File: src/rtl/dtimer.sv
module dtimer #(
  parameter int W  = 32,
  parameter int AW = 12
) (
  input  logic          clk,
  input  logic          rst_n,
  input  logic          sel,
  input  logic          wr,
  input  logic [AW-1:0] addr,
  input  logic [W-1:0]  wdata,
  output logic [W-1:0]  rdata,
  output logic          irq
);
  localparam logic [1:0] A_CTRL = 2'd0, A_CNT = 2'd1, A_RLD = 2'd2, A_STAT = 2'd3;

  logic         en, ie, flag;
  logic [W-1:0] cnt, rld;

  wire        mapped = (addr[AW-1:4] == '0) && (addr[1:0] == 2'b00);
  wire [1:0]  word   = addr[3:2];
  wire        wen    = sel && wr && mapped;
  wire        expire = en && (cnt == '0);

  always_ff @(posedge clk) begin
    if (!rst_n) begin
      en   <= 1'b0;
      ie   <= 1'b0;
      cnt  <= '0;
      rld  <= '0;
      flag <= 1'b0;
    end else begin
      if (wen && word == A_CNT)   cnt <= wdata;
      else if (expire)            cnt <= rld;
      else if (en)                cnt <= cnt - 1'b1;

      if (expire)                                 flag <= 1'b1;
      else if (wen && word == A_STAT && wdata[0]) flag <= 1'b0;

      if (wen && word == A_CTRL) begin
        en <= wdata[0];
        ie <= wdata[3];
      end
      if (wen && word == A_RLD) rld <= wdata;
    end
  end

  always_comb begin
    rdata = '0;
    if (mapped) begin
      unique case (word)
        A_CTRL: begin rdata[0] = en; rdata[3] = ie; end
        A_CNT:  rdata = cnt;
        A_RLD:  rdata = rld;
        A_STAT: rdata[0] = flag;
      endcase
    end
  end

  assign irq = flag & ie;
endmodule


File: config.mk
export PLATFORM = sky130hd
export DESIGN_NAME = dtimer
export DESIGN_NICKNAME = d
export VERILOG_FILES = /design/src/rtl/dtimer.sv
export SDC_FILE = /design/constraint.sdc
export NUM_CORES = 1
export LEC_CHECK = 0
export ABC_AREA = 1
export CAP_MARGIN = 20
export CORE_MARGIN = 2
export CORE_UTILIZATION = 55
export CTS_CLUSTER_SIZE = 40
export DETAILED_ROUTE_END_ITERATION = 8
export PLACE_DENSITY = 0.81
export SYNTH_ARGS = -nofsm -noshare
export SYNTH_HDL_FRONTEND = slang
export SYNTH_SLANG_ARGS = --single-unit
File: constraint.sdc
create_clock -name clk -period 4 [get_ports clk]
set_input_delay 0.6 -clock clk [delete_from_list [all_inputs] [get_ports clk]]
set_output_delay 0.6 -clock clk [all_outputs]
set_load 0.005 [all_outputs]
### Yosys cells after proc, flatten, opt, wreduce, memory -nomap -nowiden

Index checks and enable logic that the tools add are counted.

* register bits after elaboration: 67
* input bits: 48
* logic and storage cells: 35

* $add $sub $neg: 1
* eq/ne operators: 3
* multiplexer cells: 10
* bitwise logic cells: 1
* reduce and logical (&&, ||, !) cells: 15

Operator list (number)
* 32-bit two-way mux: 4
* 28-bit case mux with 2 select lines: 1
* 32-bit zero test: 1
* 32-bit by 1-bit subtractor with 32-bit output, second input constant: 1
* 1-bit logical AND: 9
* 8-bit zero test: 1
* 2-bit equality test, second input constant: 2
* 2-bit zero test: 2
* 1-bit case mux with 4 select lines: 1
* 2-bit case mux with 2 select lines: 1
* 1-bit case mux with 3 select lines: 1
* 3-bit nonzero test: 1
* 2-bit by 1-bit equality test with 1-bit output, second input constant: 1
* 1-bit two-way mux: 2
* 2-bit nonzero test: 1
* 1-bit bitwise AND: 1

### Logic depth before layout (Yosys ltp)

Gate-level depths: netlist of the first run.

* depth after elaboration: 7
* depth in mapped cells: 12

### Worst setup path after synthesis of the first run

OpenSTA, ideal clock, no wires.

* path type: in2out
* start point: in addr[3]
* end point: out rdata[3]
* arrival time: 1.774 ns
* data required time: 3.400 ns
* path slack: 1.626 ns
* stages: 6
* path through: inv_1 -> ha_1 -> clkbuf_1 -> clkbuf_1 -> nand2_1 -> a311oi_1

* longest elaborated chain between the ends: 3
* elaborated cells on any way between the ends: 5
* classes of those cells: eq/ne: 2; mux: 2; reduce/logical: 1

Ends and longest elaborated chain
* start, declared: RTL line 9 `input logic [AW-1:0] addr,`
* 2-bit equality test (tied with other cells): RTL line 50 `unique case (word)`
* 1-bit case mux with 3 select lines *: RTL line 50
* 32-bit two-way mux *: RTL line 49 `if (mapped) begin`
* end, declared: RTL line 11 `output logic [W-1:0] rdata,`

Mark *: on every way between the ends. The rest lies on a longest branch, timed or not.

### Worst setup path after layout of the first run

* start point: in addr[2]
* end point: out rdata[3]

The elaborated chain is that of the path after synthesis.

==> summary.txt, run 1 <==
Route
  • Wirelength per Cell: 15.2 um
  • Vias: 5418
  • Initial detailed-routing violation count: 366
  • ANT nets after route: 0
  • WL final: 14.6 mm
  • Drt pass-1 iters: 5
  • Drt drc: 0
  • Via/cell ratio: 5.65

Critical path
  • CP max FO: 20
  • WS Path Type: in -> out
  • Crit path max-delay cell type: clkdlybuf4s50_1
  • Delay-heaviest family, CP: buffers and inverters
  • Worst Setup End Kind: primary output
  • Crit path buffers/inverters: 4
  • Crit-path cells: clkdlybuf4s50_1 -> inv_1 -> ha_1 -> buf_4 -> nand2_1 -> a311oi_1 -> clkdlybuf4s50_1
  • Arr. time, crit path: 2.62 ns
  • Crit-path max cell delay: 0.56 ns
  • Worst EP required: 3.40 ns
  • Crit-path most repeated cell: clkdlybuf4s50_1
  • Startpoint types: input port

Power
  • Internal power: 1.02 mW
  • Pleak: 2.41 nW
  • Switching Fraction: 0.242
  • Psw: 0.327 mW
  • Combinational share of power: 0.074
  • Pwr Density: 230 nW/um^2
  • Part of the power in the clock network: 0.432
  • Maximum VDD drop: 0.000119 V
  • Reg power frac: 0.494

Timing
  • Final period utilization: 0.806
  • Max-slew violations: 0
  • Fmax: 310 MHz
  • TNS Setup: 0 ns
  • Count of final setup violators: 0
  • Slew HR: 0.526
  • Fin crit period: 3.22 ns
  • Clock skew: 0.0162 ns
  • Fin. Hold Viols: 0
  • RSZ-0062 raised after global routing: no
  • Worst-Margin Slew: 0.710 ns

Synth
  • Synth Instances: 788
  • Fraction of registers with async set/reset: 0
  • Area contributors post-synth: dfxtp_1 28%, nand2_1 17%, nand3_1 11%, a21oi_1 7.4%, nor2_1 7.0%
  • Synthesized cell area: 4860 um^2
  • Largest area contributor in the netlist: dfxtp_1
  • Flops & latches, synth: 67
  • Post-synth top area share: 0.276
  • Post-synth EDFFs: 0
  • Syn_area_per_cell: 6.17 um^2
  • Syn Nets: 843
  • Netlist cell types: 39
  • Primary FF master, synth: dfxtp_1
  • Sequential share of the synthesized area: 0.276
  • Ys Warns: 0

Clock network
  • Clk slew on worst S/H paths: 0.08 ns
  • Max Root-Sink Buffers: 2
  • Hold buffer count at cts: 0
  • Cts bufs inserted: 9
  • Clock Sinks: 67
  • TritonCTS clock tree: done
  • Post-CTS Resized: 0
  • Clock Tree Root: clkbuf_8
  • CTS H-Tree Depth: 3
  • Setup bufs post-CTS: 0
  • Clk_lat worst skew: 0.35 ns

GRT
  • Vias in the first global route: 5143
  • Total gr overflow: 0
  • Largest net degree at the start of global routing: 59
  • First-pass GRT wire length: 24.4 mm
  • Gr usage total: 0.309
  • Initial antenna violation count: 0

Floorplanning
  • Core Region: 8640 um^2
  • Die Width: 98.0 um
  • Row Count: 34
  • Die ar.: 9610 um^2
  • Initial Util: 0.563
  • Die Height: 98.0 um
  • Top Ports: 81

Cells and area
  • Filler instances: 786
  • ANT cells: 0
  • Multi-input logic area: 3000 um^2
  • Nets: 901
  • Non-Filler Instances: 959
  • Register area: 1340 um^2
  • Commonest non-fill, non-tap cell in the layout: nand2_1
  • Fraction of layout cells with a size suffix above 1: 0.0729
  • Most frequent cells in the layout: 219 x nand2_1, 103 x nand3_1, 91 x nor2_1, 82 x inv_1, 80 x clkdlybuf4s50_1
  • Layout area overhead: 20.7%

Place
  • HPWL after DPL: 10.4 mm
  • Routability congestion estimate from global placement: 0.928
  • Cells after DPL: 943
  • I/O Buffers: 80

Job
  • Max-cap violations: 0

Hold path
  • Hold Crit Class: reg -> reg

Status
  • Status: completed
==> Yosys cell counts (4+ instances only) <==
| master | count |
|---|---|
| clkbuf_1 | 29 |
| ha_1 | 7 |
| a211oi_2 | 5 |
| nor2_4 | 4 |
| nor2_2 | 4 |
| nand2_1 | 219 |
| nand2_2 | 4 |
| xor2_1 | 10 |
| nand4_1 | 8 |
| inv_1 | 83 |
| nand3_1 | 103 |
| nand2_4 | 4 |
| a211oi_1 | 23 |
| o21ai_0 | 9 |
| buf_6 | 5 |
| buf_2 | 5 |
| nor2_1 | 91 |
| xnor2_1 | 7 |
| a21oi_1 | 72 |
| dfxtp_1 | 67 |
==> per-stage QoR <==
| step | instance area (um^2) | setup WS, ns | util | hold WS (ns) | power (mW) |
|---|---|---|---|---|---|
| finish | 5870 | 0.775 | 0.680 | 0.489 | 1.35 |
| global route | 5870 | 0.595 | 0.680 | 0.513 | 1.38 |
| CTS | 5870 | 0.790 | 0.680 | 0.485 | 1.36 |
| detailed placement | 5680 | 0.783 | 0.657 | 0.473 | 0.780 |
| global placement | 5680 | 0.863 | 0.657 | 0.467 | 0.778 |
| floorplan | 4860 | 1.63 | - | 0.453 | 0.715 |
==> cell type report <==
cell class / count / share of cell area
multi-input cells: 593 / 0.510
flip-flops and latches: 67 / 0.228
repair buffers: 89 / 0.150
inverters: 86 / 0.0550
clock buffers: 12 / 0.0247
well taps: 108 / 0.0230
clock inverters: 4 / 0.00853
==> metal layers <==
layer	part of all wire	vias up	global-route usage
met5	0	-	0
met4	0.023	0	0.130
met3	0.072	31	0.0344
met2	0.47	238	0.512
met1	0.44	2482	0.408
li1	-	2667	-
==> final timing paths <==
path                                             end  slack, ns  depth (start not counted)                  from
worst max register to register  cnt[17]$_SDFFE_PN0P_       1.73                          8       en$_SDFFE_PN0P_
worst min register to register  rld[16]$_SDFFE_PN0P_       0.49                          2  rld[16]$_SDFFE_PN0P_
worst min-delay path            rld[16]$_SDFFE_PN0P_       0.49                          2  rld[16]$_SDFFE_PN0P_
worst max-delay path                        rdata[3]       0.78                          7               addr[2]
==> worst min-delay path, delay by kind of cell (launching register included) <==
| family | cells | cell delay [ns] |
|---|---|---|
| flip-flops | 1 | 0.33 |
| AND/OR/NAND/NOR | 1 | 0.06 |
| AO/OA/AOI/OAI | 1 | 0.05 |
==> sequential cells by signal (all words and copies together) (netlist names) <==
register / count
cnt: 32
rld: 32
en: 1
flag: 1
ie: 1
==> power by group through the flow <==
stage | combinational [mW] | sequential (mW) | clock (mW)
after floorplan | 0.0326 | 0.682 | 0
after global placement | 0.0958 | 0.682 | 0
after detailed placement | 0.0980 | 0.682 | 0
after CTS | 0.0983 | 0.667 | 0.590
after global routing | 0.106 | 0.666 | 0.610
final | 0.0995 | 0.667 | 0.582
==> cell families after synthesis <==
family	share of synthesized area
AOI/OAI and AO/OA	0.140
DFF	0.276
adders and majority gates	0.0180
xor gates and xnor gates	0.0306
buffers and inverters	0.109
and+or+nand+nor	0.427
(Power assumes the default switching activity.)
==> run 2, diff against run 1 <==
--- a/config.mk
+++ b/config.mk
@@ -8,10 +8,10 @@
 export ABC_AREA = 1
 export CAP_MARGIN = 20
 export CORE_MARGIN = 2
-export CORE_UTILIZATION = 55
+export CORE_UTILIZATION = 54
 export CTS_CLUSTER_SIZE = 40
 export DETAILED_ROUTE_END_ITERATION = 8
-export PLACE_DENSITY = 0.81
+export PLACE_DENSITY = 0.8
 export SYNTH_ARGS = -nofsm -noshare
 export SYNTH_HDL_FRONTEND = slang
 export SYNTH_SLANG_ARGS = --single-unit
==> constraint.sdc (replaced) <==
create_clock -name clk -period 3.03 [get_ports clk]
set_input_delay 0.4545 -clock clk [delete_from_list [all_inputs] [get_ports clk]]
set_output_delay 0.4545 -clock clk [all_outputs]
set_load 0.005 [all_outputs]
==> run 2 against run 1 <==
Design area up 0.66%. Sequential share of layout area decreased by 0.15 points. Critical path depth unchanged. Clock skew decreased by 0.00073 ns. Global-route usage increased by 0.10 points. Clock-buffer cell count did not move. Critical path type unchanged. Critical endpoint unchanged.
==> summary.txt, run 2 (same netlist as run 1, synthesis figures left out) <==
Cells and area
  • Multi-input logic area: 3000 um^2
  • Nets: 904
  • Commonest non-fill, non-tap cell in the layout: nand2_1
  • Top flop regs: cnt: 32 flops, rld: 32 flops
  • Fraction of layout cells with a size suffix above 1: 0.0773
  • Most frequent cells in the layout: 219 x nand2_1, 103 x nand3_1, 91 x nor2_1, 82 x inv_1, 80 x clkdlybuf4s50_1
  • Layout area overhead: 21.5%
  • Non-Filler Instances: 962
  • Filler instances: 798
  • Register area: 1340 um^2
  • ANT cells: 0

Route
  • Drt drc: 0
  • Drt pass-1 iters: 5
  • WL final: 14.9 mm
  • Initial detailed-routing violation count: 340
  • Via/cell ratio: 5.57
  • Vias: 5358
  • Wirelength per Cell: 15.5 um
  • ANT nets after route: 0

Critical path
  • Worst R2R Setup Slack: 0.64 ns
  • Critical R2R Launch: en$_SDFFE_PN0P_
  • Delay-heaviest family, CP: buffers and inverters
  • Reg2Reg Depth: 7
  • Crit-path max cell delay: 0.56 ns
  • Startpoint types: input port
  • Crit-path most repeated cell: clkdlybuf4s50_1
  • Reg2reg end: cnt[4]$_SDFFE_PN0P_
  • Crit path max-delay cell type: clkdlybuf4s50_1
  • Crit-path cells: clkdlybuf4s50_1 -> inv_1 -> ha_2 -> buf_12 -> nand2_1 -> a311oi_1 -> clkdlybuf4s50_1
  • Crit path buffers/inverters: 4
  • Worst Setup End Kind: primary output
  • Worst EP required: 2.58 ns
  • CP max FO: 10
  • Arr. time, crit path: 2.40 ns
  • WS Path Type: in -> out

GRT
  • Largest net degree at the start of global routing: 38
  • Gr usage total: 0.310
  • Total gr overflow: 0
  • Initial antenna violation count: 0
  • First-pass GRT wire length: 24.7 mm
  • Vias in the first global route: 5100

Place
  • Routability congestion estimate from global placement: 1.00
  • Cells after DPL: 946
  • HPWL after DPL: 10.7 mm
  • I/O Buffers: 80

Clock network
  • CTS H-Tree Depth: 3
  • TritonCTS clock tree: done
  • Clock Tree Root: clkbuf_8
  • Clk_lat worst skew: 0.34 ns
  • Hold buffer count at cts: 0
  • Clock Sinks: 67
  • Max Root-Sink Buffers: 2
  • Cts bufs inserted: 9
  • Clk slew on worst S/H paths: 0.07 ns

Floorplanning
  • Initial Util: 0.558
  • Core Region: 8720 um^2
  • Die Height: 98.9 um
  • Top Ports: 81
  • Die Width: 98.9 um
  • Die ar.: 9780 um^2
  • Row Count: 34

Power
  • Pleak: 2.43 nW
  • Maximum VDD drop: 0.000172 V
  • Pwr Density: 287 nW/um^2

Timing
  • Max-slew violations: 0
  • Fin. Hold Viols: 0
  • Clock skew: 0.0155 ns
  • Count of final setup violators: 0
  • Fin crit period: 2.86 ns
  • Final period utilization: 0.944
  • RSZ-0062 raised after global routing: no
  • Slew HR: 0.519
  • Fmax: 350 MHz
  • Worst-Margin Slew: 0.721 ns
  • TNS Setup: 0 ns
  • Hold slack: 0.489 ns

Job
  • Max-cap violations: 0

Hold path
  • Hold Path Sink: rld[30]$_SDFFE_PN0P_
  • Hold Crit Class: reg -> reg
  • Min-delay src: rld[30]$_SDFFE_PN0P_
  • Hold Path Stages: 2

Status
  • Status: completed
-- run 2: layout make-up --
class | count | area share
multi-input combinational | 593 | 0.507
sequential | 67 | 0.227
timing repair buffer | 92 | 0.159
inverter | 86 | 0.0546
clock buffer | 12 | 0.0246
tap | 108 | 0.0229
clock inverter | 4 | 0.00445
-- run 2: timing repair --
item / in CTS / in global routing
resized for setup: 0 / 1
setup buffers: 0 / 0
setup endpoints to repair: 0 / 1
-- run 2: per-stage QoR --
step | util | setup WS (ns) | power [mW] | cell area [um^2]
3_5_place_dp | 0.658 | 0.181 | 1.04 | 5740
6_report | 0.678 | 0.171 | 1.70 | 5910
2_1_floorplan | - | 0.947 | 0.944 | 4860
4_1_cts | 0.677 | 0.167 | 1.70 | 5910
3_3_place_gp | 0.658 | 0.220 | 1.03 | 5740
5_1_grt | 0.678 | 0.0459 | 1.75 | 5910
-- run 2: routing by layer --
metal / up-vias / GRT usage / share of wire
met2: 229 / 0.500 / 0.46
met1: 2432 / 0.419 / 0.44
met4: 0 / 0.117 / 0.022
met5: - / 0 / 0
li1: 2670 / - / -
met3: 27 / 0.0461 / 0.074
-- run 2: worst max-delay path by stage --
stage               slack [ns]  cells after the start    start        end
floorplan                 0.95                      6  addr[3]   rdata[3]
global placement          0.22                      7  addr[2]   rdata[3]
detailed placement        0.18                      9  addr[5]  rdata[18]
CTS                       0.17                      7  addr[2]   rdata[3]
global route              0.05                      7  addr[2]   rdata[3]
finish                    0.17                      7  addr[2]   rdata[3]
-- run 2: where the power goes --
part           switching, mW  total (mW)  internal, mW
Combinational         0.0662       0.138        0.0716
Sequential          0.000163       0.880         0.880
Clock                  0.360       0.680         0.319
-- run 2: worst register-to-register path, cell delays in order (launching register included) --
cell and delay [ns]:
dfxtp_1 0.53, inv_2 0.37, nor3_2 0.24, nand2_1 0.11, nor2_4 0.37, nand3_4 0.30
o21ai_0 0.27, a21oi_1 0.08
